$ cat src/rtl/lane_shift_tx.sv
module lane_shift_tx #(
  parameter int W  = 32,
  parameter int DW = 8,
  localparam int LW = $clog2(W + 1)
) (
  input  logic          clk,
  input  logic          rst_n,
  input  logic          ld_valid,
  output logic          ld_ready,
  input  logic [W-1:0]  ld_word,
  input  logic [1:0]    ld_lanes,
  input  logic [LW-1:0] ld_len,
  input  logic [DW-1:0] ld_div,
  output logic          busy,
  output logic [3:0]    pins,
  input  logic [W/2-1:0] rep_in,
  output logic [W-1:0]  rep_out
);

  function automatic logic [3:0] grp(input logic [W-1:0] w, input logic [1:0] lg);
    case (lg)
      2'd0:    grp = {3'b000, w[0]};
      2'd1:    grp = {2'b00, w[1:0]};
      default: grp = w[3:0];
    endcase
  endfunction

  // lane select -> log2 of lane count, effective length, step count, period
  logic [1:0]    in_lg;
  logic [LW:0]   in_len;
  logic [LW-1:0] in_steps;
  logic [DW-1:0] in_div;
  logic [LW:0]   rnd;

  assign in_lg  = (ld_lanes == 2'd0) ? 2'd0 : (ld_lanes == 2'd1) ? 2'd1 : 2'd2;
  assign in_len = (ld_len == '0 || {1'b0, ld_len} > (LW+1)'(W)) ? (LW+1)'(W) : {1'b0, ld_len};
  assign rnd    = in_len + (LW+1)'((1 << in_lg) - 1);
  assign in_steps = LW'(rnd >> in_lg);
  assign in_div = (ld_div == '0) ? DW'(1) : ld_div;

  // holding register
  logic          hold_v;
  logic [W-1:0]  hold_w;
  logic [1:0]    hold_lg;
  logic [LW-1:0] hold_steps;
  logic [DW-1:0] hold_div;

  // shifter state
  logic [W-1:0]  sh;
  logic [1:0]    cur_lg;
  logic [LW-1:0] steps_left;
  logic [DW-1:0] cur_div, div_cnt;
  logic [3:0]    pins_q;
  logic          busy_q;

  logic ld_fire, step_end, last, take, start;
  logic [W-1:0]  src_w;
  logic [1:0]    src_lg;
  logic [LW-1:0] src_steps;
  logic [DW-1:0] src_div;

  assign ld_ready = !hold_v;
  assign ld_fire  = ld_valid && ld_ready;
  assign step_end = busy_q && (div_cnt == '0);
  assign last     = step_end && (steps_left == LW'(1));
  assign take     = !busy_q || last;
  assign start    = take && (hold_v || ld_fire);

  assign src_w     = hold_v ? hold_w     : ld_word;
  assign src_lg    = hold_v ? hold_lg    : in_lg;
  assign src_steps = hold_v ? hold_steps : in_steps;
  assign src_div   = hold_v ? hold_div   : in_div;

  always_ff @(posedge clk) begin
    if (!rst_n) begin
      hold_v     <= 1'b0;
      hold_w     <= '0;
      hold_lg    <= '0;
      hold_steps <= '0;
      hold_div   <= '0;
    end else if (hold_v) begin
      if (start) hold_v <= 1'b0;
    end else if (ld_fire && !take) begin
      hold_v     <= 1'b1;
      hold_w     <= ld_word;
      hold_lg    <= in_lg;
      hold_steps <= in_steps;
      hold_div   <= in_div;
    end
  end

  always_ff @(posedge clk) begin
    if (!rst_n) begin
      sh         <= '0;
      cur_lg     <= '0;
      steps_left <= '0;
      cur_div    <= '0;
      div_cnt    <= '0;
      pins_q     <= '0;
      busy_q     <= 1'b0;
    end else if (start) begin
      pins_q     <= grp(src_w, src_lg);
      sh         <= src_w >> (1 << src_lg);
      cur_lg     <= src_lg;
      steps_left <= src_steps;
      cur_div    <= src_div;
      div_cnt    <= src_div - DW'(1);
      busy_q     <= 1'b1;
    end else if (last) begin
      busy_q <= 1'b0;
    end else if (step_end) begin
      pins_q     <= grp(sh, cur_lg);
      sh         <= sh >> (1 << cur_lg);
      steps_left <= steps_left - LW'(1);
      div_cnt    <= cur_div - DW'(1);
    end else if (busy_q) begin
      div_cnt <= div_cnt - DW'(1);
    end
  end

  assign busy = busy_q;
  assign pins = pins_q;

  for (genvar i = 0; i < W/2; i++) begin : g_rep
    assign rep_out[2*i+1:2*i] = {2{rep_in[i]}};
  end

endmodule

$ cat config.mk
export PLATFORM = sky130hd
export DESIGN_NAME = lane_shift_tx
export DESIGN_NICKNAME = d
export VERILOG_FILES = /design/src/rtl/lane_shift_tx.sv
export SDC_FILE = /design/constraint.sdc
export NUM_CORES = 1
export LEC_CHECK = 0
export ABC_AREA = 1
export BUFFER_PORTS_ARGS = -buffer_cell sky130_fd_sc_hd__buf_2
export CAP_MARGIN = 20
export CELL_PAD_IN_SITES_DETAIL_PLACEMENT = 1
export CELL_PAD_IN_SITES_GLOBAL_PLACEMENT = 1
export CORE_ASPECT_RATIO = 1.5
export CORE_MARGIN = 4
export CORE_UTILIZATION = 30
export CTS_CLUSTER_DIAMETER = 200
export DETAILED_ROUTE_END_ITERATION = 8
export PLACE_DENSITY_LB_ADDON = 0.1
export SYNTH_ARGS = -nofsm -noshare
export SYNTH_HDL_FRONTEND = slang
export SYNTH_SLANG_ARGS = --single-unit
export TNS_END_PERCENT = 10
$ cat constraint.sdc
create_clock -name clk -period 3.2 [get_ports clk]
set_input_delay 0.32 -clock clk [delete_from_list [all_inputs] [get_ports clk]]
set_output_delay 0.32 -clock clk [all_outputs]
set_load 0.05 [all_outputs]
== Word level (Yosys, flattened, before mapping) ==
Index checks and enable logic that the tools add are counted.
W data, S select, Z words.

* Register bits after elaboration: 110
* Bits of input ports: 67

* Reductions and logical operators: 23
* Add/sub/neg operators: 6
* Muxes and demuxes: 28
* Eq/ne operators: 5
* Shifts and indexed selects: 6
* Bitwise operators: 1
* Magnitude comparators: 1

{| class="wikitable"
|+ Operators by type and width
! kind !! count
|-
| $mux W32 || 4
|-
| $shl A1 B2 Y32 const A || 2
|-
| $shr A32 B32 Y32 || 2
|-
| $mux W8 || 6
|-
| $mux W6 || 5
|-
| $sub A8 B1 Y8 const B || 3
|-
| $logic_not A8 Y1 || 2
|-
| $pmux W4 S2 || 2
|-
| $mux W4 || 3
|-
| $add A6 B7 Y7 || 1
|-
| $shl A1 B2 Y7 const A || 1
|-
| $shr A7 B2 Y6 || 1
|-
| $sub A7 B2 Y7 const B || 1
|-
| $eq A2 B1 Y1 const B || 3
|-
| $eq A6 B1 Y1 const B || 1
|-
| $gt A6 B6 Y1 const B || 1
|-
| $logic_not A2 Y1 || 3
|-
| $logic_not A6 Y1 || 1
|-
| $mux W2 || 3
|-
| $reduce_and A2 Y1 || 3
|-
| $sub A6 B1 Y6 const B || 1
|-
| $logic_and A1 B1 Y1 || 5
|-
| $mux W1 || 5
|-
| $reduce_bool A2 Y1 || 2
|-
| other kinds (5) || 9
|}

== Logic depth before layout (Yosys ltp) ==
* Depth in word-level cells: 9
* Gate-level depth with buffers: 18
* Mapped depth without buffers: 18

== Worst setup path after synthesis ==
Ideal clock, no wire load.

* Kind: input -> register
* Start: in ld_len[2]
* End: reg steps_left[2]
* Stages: 16
* Setup slack: 0.541 ns
* Arrival: 2.549 ns
* Cells stage by stage: nor2_1 > nand3_1 > xor2_1 > nand2_1 > ha_1 > inv_1 > ha_1 > fa_1 > xnor2_1 > nor2_1 > a21oi_1 > o21ai_0 > o211ai_1 > o211ai_1 > nand3_1 > inv_1

* Word-level cells in the longest chain between the ends: 7
* Elaborated cells between the ends (all ways): 8

{| class="wikitable"
|+ Ends and longest elaborated chain
! what !! RTL line !! RTL
|-
| start: declaration || 12 || <nowiki>input logic [LW-1:0] ld_len,</nowiki>
|-
| $gt A6 B6 Y1 / $logic_not A6 Y1 (equally long branches) || 36 || <nowiki>assign in_len = (ld_len == '0 || {1'b0, ld_len} > (LW+1)'(W)) ? (LW+1)'(W) : {1'b0, ld_len};</nowiki>
|-
| $logic_or A1 B1 Y1 || 36 ||
|-
| $mux W6 * || 36 ||
|-
| $add A6 B7 Y7 * || 37 || <nowiki>assign rnd = in_len + (LW+1)'((1 << in_lg) - 1);</nowiki>
|-
| $shr A7 B2 Y6 * || 38 || <nowiki>assign in_steps = LW'(rnd >> in_lg);</nowiki>
|-
| $mux W6 * || 71 || <nowiki>assign src_steps = hold_v ? hold_steps : in_steps;</nowiki>
|-
| $mux W6 * || 101 || <nowiki>end else if (start) begin</nowiki>
|-
| end signal: assignment || 105 || <nowiki>steps_left <= src_steps;</nowiki>
|-
| end signal: assignment || 114 || <nowiki>steps_left <= steps_left - LW'(1);</nowiki>
|-
| end: declaration || 51 || <nowiki>logic [LW-1:0] steps_left;</nowiki>
|}

Every way passes the cells marked *; elsewhere a longest branch is shown, timed or not.
A chain may end at the register's enable or synchronous reset.

== Worst setup path in the final report ==
* Start: reg hold_v
* End: reg sh[19]

* Word-level cells in the longest chain between the ends: 6
* Elaborated cells between the ends (all ways): 12

{| class="wikitable"
|+ Ends and longest elaborated chain
! what !! RTL line !! RTL
|-
| start: declaration || 42 || <nowiki>logic hold_v;</nowiki>
|-
| start signal: assignment || 76 || <nowiki>hold_v <= 1'b0;</nowiki>
|-
| start signal: assignment || 82 || <nowiki>if (start) hold_v <= 1'b0;</nowiki>
|-
| start signal: assignment || 84 || <nowiki>hold_v <= 1'b1;</nowiki>
|-
| parallel branches: the longest is 6 deep, another holds $shl A1 B2 Y32 || n/a ||
|-
| end signal: assignment || 103 || <nowiki>sh <= src_w >> (1 << src_lg);</nowiki>
|-
| end signal: assignment || 113 || <nowiki>sh <= sh >> (1 << cur_lg);</nowiki>
|-
| end: declaration || 49 || <nowiki>logic [W-1:0] sh;</nowiki>
|}

Parallel ways; which one is timed is not known.

==> reports/metrics.yaml <==
clock_tree:
  clkTransAtPathRegs_ps: 90
  insertion_delay_ps: 390
  root_buffer: "clkbuf_16"
  cts_sinks: 110
  htreeDepth: 3
  clockBufferDepth: 2
  cts_made_buffers: 9
  post_cts_buffers: 0
  holdBufCountCts: 0
  postCtsResizedCells: 0
  cts_tree: "done"
drt:
  viasPerCell: 5.135
  drt_iter0_markers: 347
  met3_length_um: 802
  highest-signal-layer: "met5"
  drc: 0
  ant_nets: 0
  wl_met2_mm: 16.08
  routedWlPerCell_um: 18.54
  dr.pass1.iters: 4
  dr_total_vias: 8529
  drt_wl_total_mm: 30.80
  m1WireLength_mm: 13.29
synthesis:
  yosysWarnings: 0
  synth-edff-count: 0
  yosysUniqueCellTypes: 50
  postSynthAreaPerCell_um2: 6.139
  ys_seq_area_share_pct: 27.01
  netlist_instances: 1328
  synth_nets: 1411
  synth_area_um2: 8153
  async_flop_share_pct: 0
  synth_flop_cell: "dfxtp_1"
  synth-seq-cells: 110
grt:
  track_usage_pct: 20.80
  grt_pass1_wl_mm: 48.87
  antenna_found_initial: 1
  grt_pass1_vias: 8833
  grt_start_max_net_pins: 76
  grt_overflow: 0
timing:
  fmax_ghz: 0.3705
  setup_tns_ps: 0
  drv_slew: 0
  hold_violations: 0
  rsz0062_at_grt: "no"
  post-route-period-util_pct: 84.34
  skew_ps: 11.34
  setup_viol: 0
  period_minus_slack_ps: 2699
  relSlewSlack_pct: 37.76
  tightest_slew_ps: 932.5
floorplan:
  fp.dieH_um: 209.9
  core_um2: 26670
  die_w_um: 142.6
  io_pins: 105
  rows: 73
  dieArea_um2: 29930
  start_util_pct: 30.57
worst_setup_path:
  arrival_ps: 2990
  startpoint_type: "register"
  crit_path_end_kind: "register"
  reg2reg_from: "hold_v"
  worst_path_largest_cell_delay_ps: 590
  rrSetupSlack_ps: 500
  path_cells: "nand2_1 -> o21ai_4 -> nand2_1 -> o21ai_0 -> a22oi_1 -> nand3_1 -> o211ai_1 -> nand3_1 -> inv_1"
  cp_slowest_cell: "dfxtp_2"
  worstReg2RegEnd: "sh[19]"
  cp_max_fo: 20
  critPathKind: "register to register"
  required_ps: 3490
  worstRegToRegCells: 9
layout:
  antenna_cells: 0
  area_growth_pct: 7.888
  drive_gt1_share_pct: 11.78
  finalNonFillerCells: 1661
  fin_nets: 1402
  design_area_um2: 8796
power:
  power_density_nw_per_um2: 496.0
  leakagePower_nw: 3.902
  irDropWorstVdd_mv: 0.2663
place:
  portBuffers: 56
  dp_hpwl_mm: 23.83
  place_area_um2: 8507
  dp.cells: 1645
  gp_congestion: 0.8685
hold_path:
  min_path_type: "input port to register"
  holdCritStartpoint: "ld_word[30]"
  min_path_cells: 3
  min_to: "hold_w[30]"
flow_run:
  cap_viol_max_count: 0
status:
  status: "completed"
==> layout by cell type (no fill, tap or decap), types with 17 or more instances in the layout <==
| master | instances |
|---|---|
| a21oi_1 | 99 |
| buf_2 | 56 |
| buf_4 | 35 |
| dfxtp_1 | 109 |
| inv_1 | 100 |
| nand2_1 | 375 |
| nand3_1 | 70 |
| nor2_1 | 106 |
| o211ai_1 | 18 |
| o21ai_0 | 167 |
| or2_2 | 17 |
==> worst max-delay path by stage <==
stage / startpoint / to / cells past startpoint
global placement: ld_len[0] / steps_left[2] / 17
global route: hold_v / sh[17] / 12
detailed placement: ld_len[0] / steps_left[2] / 17
finish: hold_v / sh[19] / 9
CTS: hold_v / sh[7] / 10
floorplan: ld_len[2] / steps_left[2] / 16
==> stage by stage <==
step	power [mW]	hold WS, ps	setup slack (ps)	util (%)
2_1_floorplan	2.815	424.5	541.0	-
3_3_place_gp	3.211	436.8	203.4	31.90
3_5_place_dp	3.219	451.1	151.3	31.90
4_1_cts	4.430	163.5	522.1	32.98
5_1_grt	4.678	186.3	242.5	32.98
6_report	4.362	181.1	501.2	32.98
==> routing by layer <==
layer  GRT usage (%)  vias to the layer above
met4           6.068                        2
met5               0                        -
li1                -                     4336
met1           24.54                     4053
met3           3.351                       39
met2           38.21                       99
==> worst max-delay path, delay by kind of cell, from the launching register on <==
family,cells,cell delay [ps]
AOI/OAI and AO/OA,4,1100
DFF,1,590
buffers and inverters,1,40
and+or+nand+nor,4,860
==> logic make-up after synthesis <==
| kind of cell | Yosys count | synth area share [%] |
|---|---|---|
| mux | 6 | 0.7367 |
| other cells | 1 | 0.04600 |
| fa+ha+maj | 16 | 2.548 |
| compound gates | 367 | 25.32 |
| simple gates | 596 | 30.46 |
| flops | 110 | 27.01 |
| xor+xnor | 8 | 0.8595 |
| buf+inv | 224 | 13.01 |
==> layout make-up <==
type / count / area [µm²]
Clock buffer: 10 / 229.0
Sequential cell: 110 / 2203
Clock inverter: 6 / 60.06
Inverter: 112 / 429.2
Fill cell: 3533 / 17870
Multi-Input combinational cell: 994 / 4890
Tap cell: 337 / 421.7
Timing Repair Buffer: 92 / 563.0
==> cell usage after synthesis, types with 2 or more instances <==
library cell | number | area share [%]
xor2_1 | 3 | 0.32
o22ai_1 | 13 | 1.0
dfxtp_1 | 110 | 27
buf_2 | 28 | 1.7
nor2_1 | 106 | 4.9
o21bai_1 | 2 | 0.18
nand2_4 | 2 | 0.28
nor2_8 | 2 | 0.49
xnor2_1 | 5 | 0.54
o21ai_0 | 167 | 10
a22oi_1 | 3 | 0.28
nor3b_1 | 2 | 0.18
a31oi_1 | 14 | 1.1
inv_2 | 6 | 0.28
nor2_4 | 2 | 0.28
clkinv_1 | 3 | 0.14
o221ai_1 | 13 | 1.4
buf_6 | 5 | 0.69
o21ai_1 | 12 | 0.74
o22a_1 | 2 | 0.21
ha_1 | 15 | 2.3
nand2_1 | 375 | 17
buf_4 | 37 | 3.4
a221oi_1 | 2 | 0.21
o211ai_1 | 18 | 1.7
a21oi_1 | 99 | 6.1
a211oi_1 | 8 | 0.74
nor2_2 | 4 | 0.31
mux2i_1 | 6 | 0.74
nor3_1 | 7 | 0.43
clkbuf_1 | 39 | 1.8
or2_2 | 17 | 1.3
nand2_2 | 6 | 0.46
o21a_1 | 6 | 0.55
buf_1 | 3 | 0.14
nand3_1 | 70 | 4.3
a22o_1 | 2 | 0.21
inv_1 | 100 | 4.6
o21ai_2 | 3 | 0.32
==> flip-flops by register name, indices dropped and copies added (netlist names) <==
| name | cells |
|---|---|
| div_cnt | 8 |
| hold_w | 32 |
| hold_steps | 6 |
| cur_lg | 2 |
| hold_lg | 2 |
| hold_v | 1 |
| busy | 1 |
| hold_div | 8 |
| pins | 4 |
| steps_left | 6 |
| sh | 32 |
| cur_div | 8 |
==> where the power goes <==
part | switching, mW | internal, mW | total, mW
Clock | 0.629 | 0.554 | 1.18
Sequential | 0.0981 | 1.50 | 1.60
Combinational | 1.06 | 0.513 | 1.58
(Power assumes the default switching activity.)
